## config.mk

```make
export PLATFORM = sky130hd
export DESIGN_NAME = hpair_unit
export DESIGN_NICKNAME = d
export VERILOG_FILES = /design/src/rtl/hpair_pkg.sv /design/src/rtl/hpair_pair.sv /design/src/rtl/hpair_outreg.sv /design/src/rtl/hpair_unit.sv
export SDC_FILE = /design/constraint.sdc
export NUM_CORES = 1
export LEC_CHECK = 0
export ABC_AREA = 1
export BUFFER_PORTS_ARGS = -buffer_cell sky130_fd_sc_hd__buf_4
export CORE_UTILIZATION = 50
export DETAILED_ROUTE_END_ITERATION = 10
export MAX_ROUTING_LAYER = met4
export PLACE_DENSITY = 0.71
export SYNTH_ARGS = -nofsm -noshare
export SYNTH_HDL_FRONTEND = slang
export SYNTH_SLANG_ARGS = --single-unit
```

## constraint.sdc

```tcl
create_clock -name clk -period 9.7 [get_ports clk]
set_input_delay 0.97 -clock clk [delete_from_list [all_inputs] [get_ports clk]]
set_output_delay 0.97 -clock clk [all_outputs]
set_load 0.05 [all_outputs]
```

## src/rtl/hpair_pkg.sv

```systemverilog
package hpair_pkg;

  // Operation encoding on the op_sub input
  typedef enum logic {
    PAIR_ADD = 1'b0,
    PAIR_SUB = 1'b1
  } pair_op_e;

  // Widest element handled by the shared arithmetic, plus one guard bit
  localparam int ARITH_W = 32;
  localparam int WIDE_W  = ARITH_W + 1;

  // Combine two sign-extended elements; sub picks even minus odd
  function automatic logic signed [WIDE_W-1:0] pair_combine(
    input logic signed [ARITH_W-1:0] even_el,
    input logic signed [ARITH_W-1:0] odd_el,
    input logic                      sub
  );
    logic signed [WIDE_W-1:0] ev;
    logic signed [WIDE_W-1:0] od;
    ev = WIDE_W'(even_el);
    od = WIDE_W'(odd_el);
    return sub ? (ev - od) : (ev + od);
  endfunction

endpackage

```

## src/rtl/hpair_pair.sv

```systemverilog
module hpair_pair #(
  parameter int EW     = 16,
  parameter bit SAT_OK = 1'b1
) (
  input  logic [EW-1:0] even_el,
  input  logic [EW-1:0] odd_el,
  input  logic          sub,
  input  logic          sat,
  output logic [EW-1:0] res,
  output logic          ovf
);
  import hpair_pkg::*;

  localparam logic [EW-1:0] POS_LIMIT = {1'b0, {(EW-1){1'b1}}};
  localparam logic [EW-1:0] NEG_LIMIT = {1'b1, {(EW-1){1'b0}}};

  logic signed [ARITH_W-1:0] ev_ext;
  logic signed [ARITH_W-1:0] od_ext;
  logic signed [WIDE_W-1:0]  wide;
  logic [EW-1:0]             wrapped;
  logic                      true_sign;
  logic                      unused_wide;

  assign ev_ext    = ARITH_W'(signed'(even_el));
  assign od_ext    = ARITH_W'(signed'(odd_el));
  assign wide      = pair_combine(ev_ext, od_ext, sub);
  assign wrapped   = wide[EW-1:0];
  assign true_sign = wide[EW];
  assign ovf       = wide[EW] ^ wide[EW-1];
  assign unused_wide = ^wide;

  generate
    if (SAT_OK) begin : g_sat
      assign res = (sat && ovf) ? (true_sign ? NEG_LIMIT : POS_LIMIT) : wrapped;
    end else begin : g_wrap
      logic unused_sat;
      assign unused_sat = sat;
      assign res = wrapped;
    end
  endgenerate

endmodule

```

## src/rtl/hpair_outreg.sv

```systemverilog
module hpair_outreg #(
  parameter int W = 128
) (
  input  logic         clk,
  input  logic         rst,
  input  logic         load,
  input  logic [W-1:0] d,
  output logic [W-1:0] q,
  output logic         q_valid
);

  always_ff @(posedge clk) begin
    if (rst) begin
      q       <= '0;
      q_valid <= 1'b0;
    end else begin
      q_valid <= load;
      if (load) begin
        q <= d;
      end
    end
  end

endmodule

```

## src/rtl/hpair_unit.sv

```systemverilog
module hpair_unit #(
  parameter int DATA_W      = 128,
  parameter int LANE_NARROW = 16,
  parameter int LANE_WIDE   = 32
) (
  input  logic              clk,
  input  logic              rst,
  input  logic              in_valid,
  input  logic              op_sub,
  input  logic              size_32,
  input  logic              sat_en,
  input  logic [DATA_W-1:0] src_a,
  input  logic [DATA_W-1:0] src_b,
  output logic [DATA_W-1:0] result,
  output logic              out_valid
);

  localparam int N_NARROW = DATA_W / LANE_NARROW;
  localparam int N_WIDE   = DATA_W / LANE_WIDE;
  localparam int CAT_W    = 2 * DATA_W;

  // Sources side by side: a occupies the low elements, b the high ones,
  // so pair k of the joined vector lands in output element k.
  logic [CAT_W-1:0]    joined;
  logic [DATA_W-1:0]   narrow_res;
  logic [DATA_W-1:0]   wide_res;
  logic [N_NARROW-1:0] narrow_ovf;
  logic [N_WIDE-1:0]   wide_ovf_unused;
  logic [DATA_W-1:0]   next_res;

  assign joined = {src_b, src_a};

  genvar k;
  generate
    for (k = 0; k < N_NARROW; k++) begin : g_narrow
      hpair_pair #(.EW(LANE_NARROW), .SAT_OK(1'b1)) u_pair (
        .even_el (joined[(2*k)*LANE_NARROW +: LANE_NARROW]),
        .odd_el  (joined[(2*k+1)*LANE_NARROW +: LANE_NARROW]),
        .sub     (op_sub),
        .sat     (sat_en),
        .res     (narrow_res[k*LANE_NARROW +: LANE_NARROW]),
        .ovf     (narrow_ovf[k])
      );
    end
    for (k = 0; k < N_WIDE; k++) begin : g_wide
      hpair_pair #(.EW(LANE_WIDE), .SAT_OK(1'b0)) u_pair (
        .even_el (joined[(2*k)*LANE_WIDE +: LANE_WIDE]),
        .odd_el  (joined[(2*k+1)*LANE_WIDE +: LANE_WIDE]),
        .sub     (op_sub),
        .sat     (1'b0),
        .res     (wide_res[k*LANE_WIDE +: LANE_WIDE]),
        .ovf     (wide_ovf_unused[k])
      );
    end
  endgenerate

  assign next_res = size_32 ? wide_res : narrow_res;

  hpair_outreg #(.W(DATA_W)) u_outreg (
    .clk     (clk),
    .rst     (rst),
    .load    (in_valid),
    .d       (next_res),
    .q       (result),
    .q_valid (out_valid)
  );

endmodule

```

# Yosys cells after proc, flatten, opt, wreduce, memory -nomap -nowiden
# Index checks and enable logic that the tools add are counted.
# op_classes
n_mul	0
eq_ne	0
mux	29
order_cmp	0
n_reduce_logical	8
add_sub_neg	24
n_shift	0
bitwise	8
div_mod_pow	0
# op_table
cell	n
$mux W16	16
$add A16 B16 Y17	8
$mux W17	8
$sub A16 B16 Y17	8
$add A32 B32 Y32	4
$mux W128	1
$mux W32	4
$sub A32 B32 Y32	4
$logic_and A1 B1 Y1	8
$xor A1 B1 Y1	8
# word_totals
romBits	0
latchBits	0
input_bits	262
wordCells	71
mem_bits_rw	0
memories	0
regBits	129

# Depth between registers and ports, before layout
# logic_depth
depth_word	6
mapped_depth	27
depth_no_buf	27

# Cells and area by module
# From an unflattened synthesis, not the netlist that was laid out.
# unflattened
cells_unflattened	5703
hier_area_um2	31527.7
# by_module_without_submodules
module	cells_each	instances	area_per_inst_um2
hpair_pair (g_narrow[0].u_pair ...)	274	8	1512.7
hpair_pair (g_wide[0].u_pair ...)	571	2	3074.2
hpair_outreg	815	1	5373.9
hpair_pair (g_wide[2].u_pair)	569	1	3072.9
hpair_pair (g_wide[3].u_pair)	571	1	3070.4
hpair_unit	414	1	1760.4

# Worst setup path before layout
# No wires, ideal clock.
# synth_timing
kind	input port to flip-flop
from	in src_b[96]
to	reg u_outreg.q[127]
setup_ns	0.109
t_required_ns	9.591
arrival_ns	3.667
path_stages	23
setup_slack_ns	5.924
n_path_buf	0
cell_sequence	inv_1 ha_1 nand3_1 nor2_1 nand3_1 o31ai_2 nand2_1 nor2_4 inv_1 o21ai_0 o21ai_1 ha_1 nand2_1 nor2_1 inv_1 nor4_1 nand2_1 nand3_1 nand3_1 nand3_1 nand3_1 nand2_1 inv_1
# synth_via
elab_chain_cells	6
# synth_lines
element	line	rtl
start: declaration	hpair_unit.sv:13	input logic [DATA_W-1:0] src_b,
$add A16 B16 Y17 / $sub A16 B16 Y17 (equally long branches)	hpair_pkg.sv:23	return sub ? (ev - od) : (ev + od);
$mux W17	hpair_pkg.sv:23	
$xor A1 B1 Y1	hpair_pair.sv:29	assign ovf = wide[EW] ^ wide[EW-1];
$logic_and A1 B1 Y1	hpair_pair.sv:34	assign res = (sat && ovf) ? (true_sign ? NEG_LIMIT : POS_LIMIT) : wrapped;
$mux W16	hpair_pair.sv:34	
$mux W128 (*)	hpair_unit.sv:57	assign next_res = size_32 ? wide_res : narrow_res;
end signal: assignment	hpair_outreg.sv:14	q <= '0;
end signal: assignment	hpair_outreg.sv:19	q <= d;
end: declaration	hpair_outreg.sv:8	output logic [W-1:0] q,
# Mark *: on every way between the ends. The rest lies on a longest branch, timed or not.
# A chain may end at the register's enable or synchronous reset.

# Worst setup path after layout
# layout_timing
from	in op_sub
to	reg u_outreg.q[40]
# layout_via
elab_chain_cells	5
# layout_lines
element	line	rtl
start: declaration	hpair_unit.sv:9	input logic op_sub,
$mux W17	hpair_pkg.sv:23	
$xor A1 B1 Y1	hpair_pair.sv:29	
$logic_and A1 B1 Y1	hpair_pair.sv:34	
$mux W16	hpair_pair.sv:34	
$mux W128 (*)	hpair_unit.sv:57	
# Marks and branches as above.

==> metrics.md <==
| Metric | Value |
|---|---|
| Drt wl/cell | `18.0 um` |
| Final Hold Viols | `0` |
| Synthesis-stage register bit count | `129` |
| Setup crit start | `op_sub` |
| Seq/Total Area, Yosys | `9.51%` |
| Antenna violations before repair | `1` |
| Fmax | `201 MHz` |
| WP depth | `23` |
| Pre-antenna DRT Iters | `6` |
| Post-synth EDFFs | `0` |
| Total die area | `55200 sq um` |
| Reg2reg end | `u_outreg.q[121]` |
| Die Ht | `235 um` |
| Worst Reg2Reg Path Length in Cells | `2` |
| HPWL after DPL | `89.7 mm` |
| Chip width | `235 um` |
| Root Buffer | `clkbuf_16` |
| Avg Cell Area, Syn | `5.52 sq um` |
| Final Skew | `0 ns` |
| Crit Path Max Fanout | `64` |
| Vias in the first global route | `29900` |
| Tot Pwr | `4.05 mW` |
| Worst R2R Start | `u_outreg.q[121]` |
| Largest net degree at the start of global routing | `94` |
| Global-route wire length before repair | `164 mm` |
| DR vias | `32400` |
| Grt ovf | `0` |
| CTS clk-pin slew, worst paths | `0.06 ns` |
| Slack of the critical path | `4.73 ns` |
| Crit path to | `u_outreg.q[40]` |
| Nets | `5770` |
| CTS tree | `done` |
| DR iter-0 viols | `2518` |
| CP cell instances | `buf_4, inv_4, buf_4, nand2_1, nand2_1, nor2_2, nand2_1, nor2_2, xnor2_1, inv_1, ha_1, nand2_1, nor2_1, and3_1, nand2_1, nand2_1, nand3_1, nand3_1, nor2_1, nor2_1, nand2_1, nand2_1, a21oi_1` |
| Detail Route Antenna Nets | `0` |
| Max-slew headroom | `30.2%` |
| Syn Nets | `5455` |
| Setup TNS | `0 ns` |
| Post-synth cell types | `55` |
| Delay-heaviest family, CP | `simple AND/OR/NAND/NOR gates` |
| Worst Hold Class | `reg2reg` |
| Core ar. | `53700 sq um` |
| Resize count post-CTS | `0` |
| Final worst-path cycle share | `51.3%` |
| Clk_lat worst skew | `0.47 ns` |
| Post-Syn Area | `27200 sq um` |
| Worst slack, placed | `4.35 ns` |
| Drt via density | `5.45` |
| Most used cell, CP | `nand2_1` |
| Drt total wl | `107 mm` |
| Final Instance Area | `31200 sq um` |
| Status | `complete, no violations` |
| Maxcap violations | `0` |
| Asr flop ratio synth | `0%` |
| GRT Total Usage | `38.6%` |
| WP data required | `10.01 ns` |
| Yosys top cell area share | `21.4%` |
| GPL Wtd Cong | `1.04` |
| Largest area contributor in the synthesized netlist | `nand2_1` |
| Final Setup Violations | `0` |
| Crit. End Element | `flip-flop` |
| CTS sink cnt | `129` |
| Yosys warnings | `0` |
| Remaining DRCs | `0` |
| Crit Path Category | `in2reg` |
| Initial core utilization | `50.6%` |
| Htree depth | `4` |
| Mapped Cells | `4917` |
| Top_reg_cell synth | `dfxtp_1` |
| Maximum root-to-sink buffer count | `2` |
| Slowest CP cell | `buf_4` |
| Post-CTS Setup Bufs | `0` |
| Post-Route Utilization | `58.0%` |
| Total CTS buffers | `17` |
| Area Growth Syn to Fin | `14.8%` |
| Maximum vdd ir drop | `163 uV` |
| Startpoint types | `input pin` |
| Worst slew pin tran | `1.05 ns` |
| CP max stage delay | `0.67 ns` |
| R2R Setup Slk | `8.86 ns` |
| Synth top area cells | `nand2_1, ha_1, dfxtp_1` |
| Period minus WS final | `4.97 ns` |
| Critical Path AT | `5.29 ns` |
| Worst path bufs/invs | `4` |
| Instance area at placement | `30500 sq um` |
| Final Max Slew Viols | `0` |
| Cts hold-fix bufs | `0` |
| RSZ-0062 raised after global routing | `false` |
| Leakage power | `17.1 nW` |
| Number of top-level pins | `391` |
| Share of cells above drive strength 1 | `9.88%` |
| Power per cell area | `130 nW/um^2` |
| Row count | `85` |
| Port Buffer Count | `390` |
==> kinds of logic (layout without fill, tap and decap cells) <==
group / after synthesis / count (layout) / synth area share (%)
other cells: 0 / 2 / 0
buf+inv: 766 / 1093 / 10.9
simple gates: 2561 / 2561 / 39.0
compound gates: 839 / 839 / 16.4
xor+xnor: 346 / 346 / 11.2
fa+ha+maj: 276 / 276 / 13.0
flops: 129 / 129 / 9.51
==> how the worst min path moves through the flow <==
stage | depth (start not counted) | end | from
2_1_floorplan | 2 | u_outreg.q[100] | u_outreg.q[100]
3_3_place_gp | 2 | u_outreg.q[1] | u_outreg.q[1]
3_5_place_dp | 2 | u_outreg.q[9] | u_outreg.q[9]
4_1_cts | 2 | u_outreg.q[9] | u_outreg.q[9]
5_1_grt | 2 | u_outreg.q[83] | u_outreg.q[83]
6_report | 2 | u_outreg.q[1] | u_outreg.q[1]
==> synthesized netlist by cell type (10+ instances only) <==
cell type  count
a21oi_1      445
a31oi_1       26
buf_2         19
clkbuf_1      62
dfxtp_1      129
fa_1          12
ha_1         264
inv_1        648
inv_2         14
nand2_1     1549
nand2_2       16
nand3_1      285
nand3_2       10
nand3b_1      15
nand4_1       57
nor2_1       510
nor2_2        10
nor3_1        52
nor4_1        15
o21ai_0      276
o21ai_1       24
o21bai_1      19
xnor2_1       93
xor2_1       253
==> worst register-to-register path, cell delays in order (launching register included) <==
cell,delay [ns]
dfxtp_1,0.53
nand2_1,0.09
a21oi_1,0.15
==> metal layers <==
metal / GRT usage (%) / routed length (um) / part of all wire, %
met2: 65.0 / 50500 / 47
met1: 45.5 / 44400 / 41
met5: - / 0 / 0
met4: 17.4 / 4850 / 4.5
met3: 5.16 / 7500 / 7.0
==> metrics by stage <==
step | instances | hold WS, ns
global placement | 5909 | 0.454
CTS | 5940 | 0.466
detailed placement | 5909 | 0.457
finish | 5942 | 0.464
floorplan | 4917 | 0.690
global route | 5941 | 0.483
==> sequential cells by signal, summed over array words and instances, names as in the netlist <==
signal / count
u_outreg.q_valid: 1
u_outreg.q: 128
==> power by group <==
group	internal (mW)	switching (mW)
sequential	0.593	0.0514
combinational	0.891	1.80
clock	0.428	0.286
total	1.91	2.14
==> layout by cell type (no fill, tap or decap), types with 129 or more instances in the layout <==
master,count
nand2_1,1549
inv_1,646
nor2_1,510
a21oi_1,445
buf_4,397
nand3_1,285
o21ai_0,276
ha_1,264
xor2_1,253
dfxtp_1,129
==> cell type report <==
| class | count | area (sq um) |
|---|---|---|
| Antenna cell | 2 | 5.00 |
| Clock buffer | 18 | 429 |
| Clock inverter | 13 | 188 |
| Fill cell | 5857 | 22500 |
| Inverter | 664 | 2500 |
| Multi-Input combinational cell | 4022 | 21600 |
| Sequential cell | 129 | 2580 |
| Tap cell | 696 | 871 |
| Timing Repair Buffer | 398 | 2990 |
No activity file was read; power rests on OpenSTA's default activity.
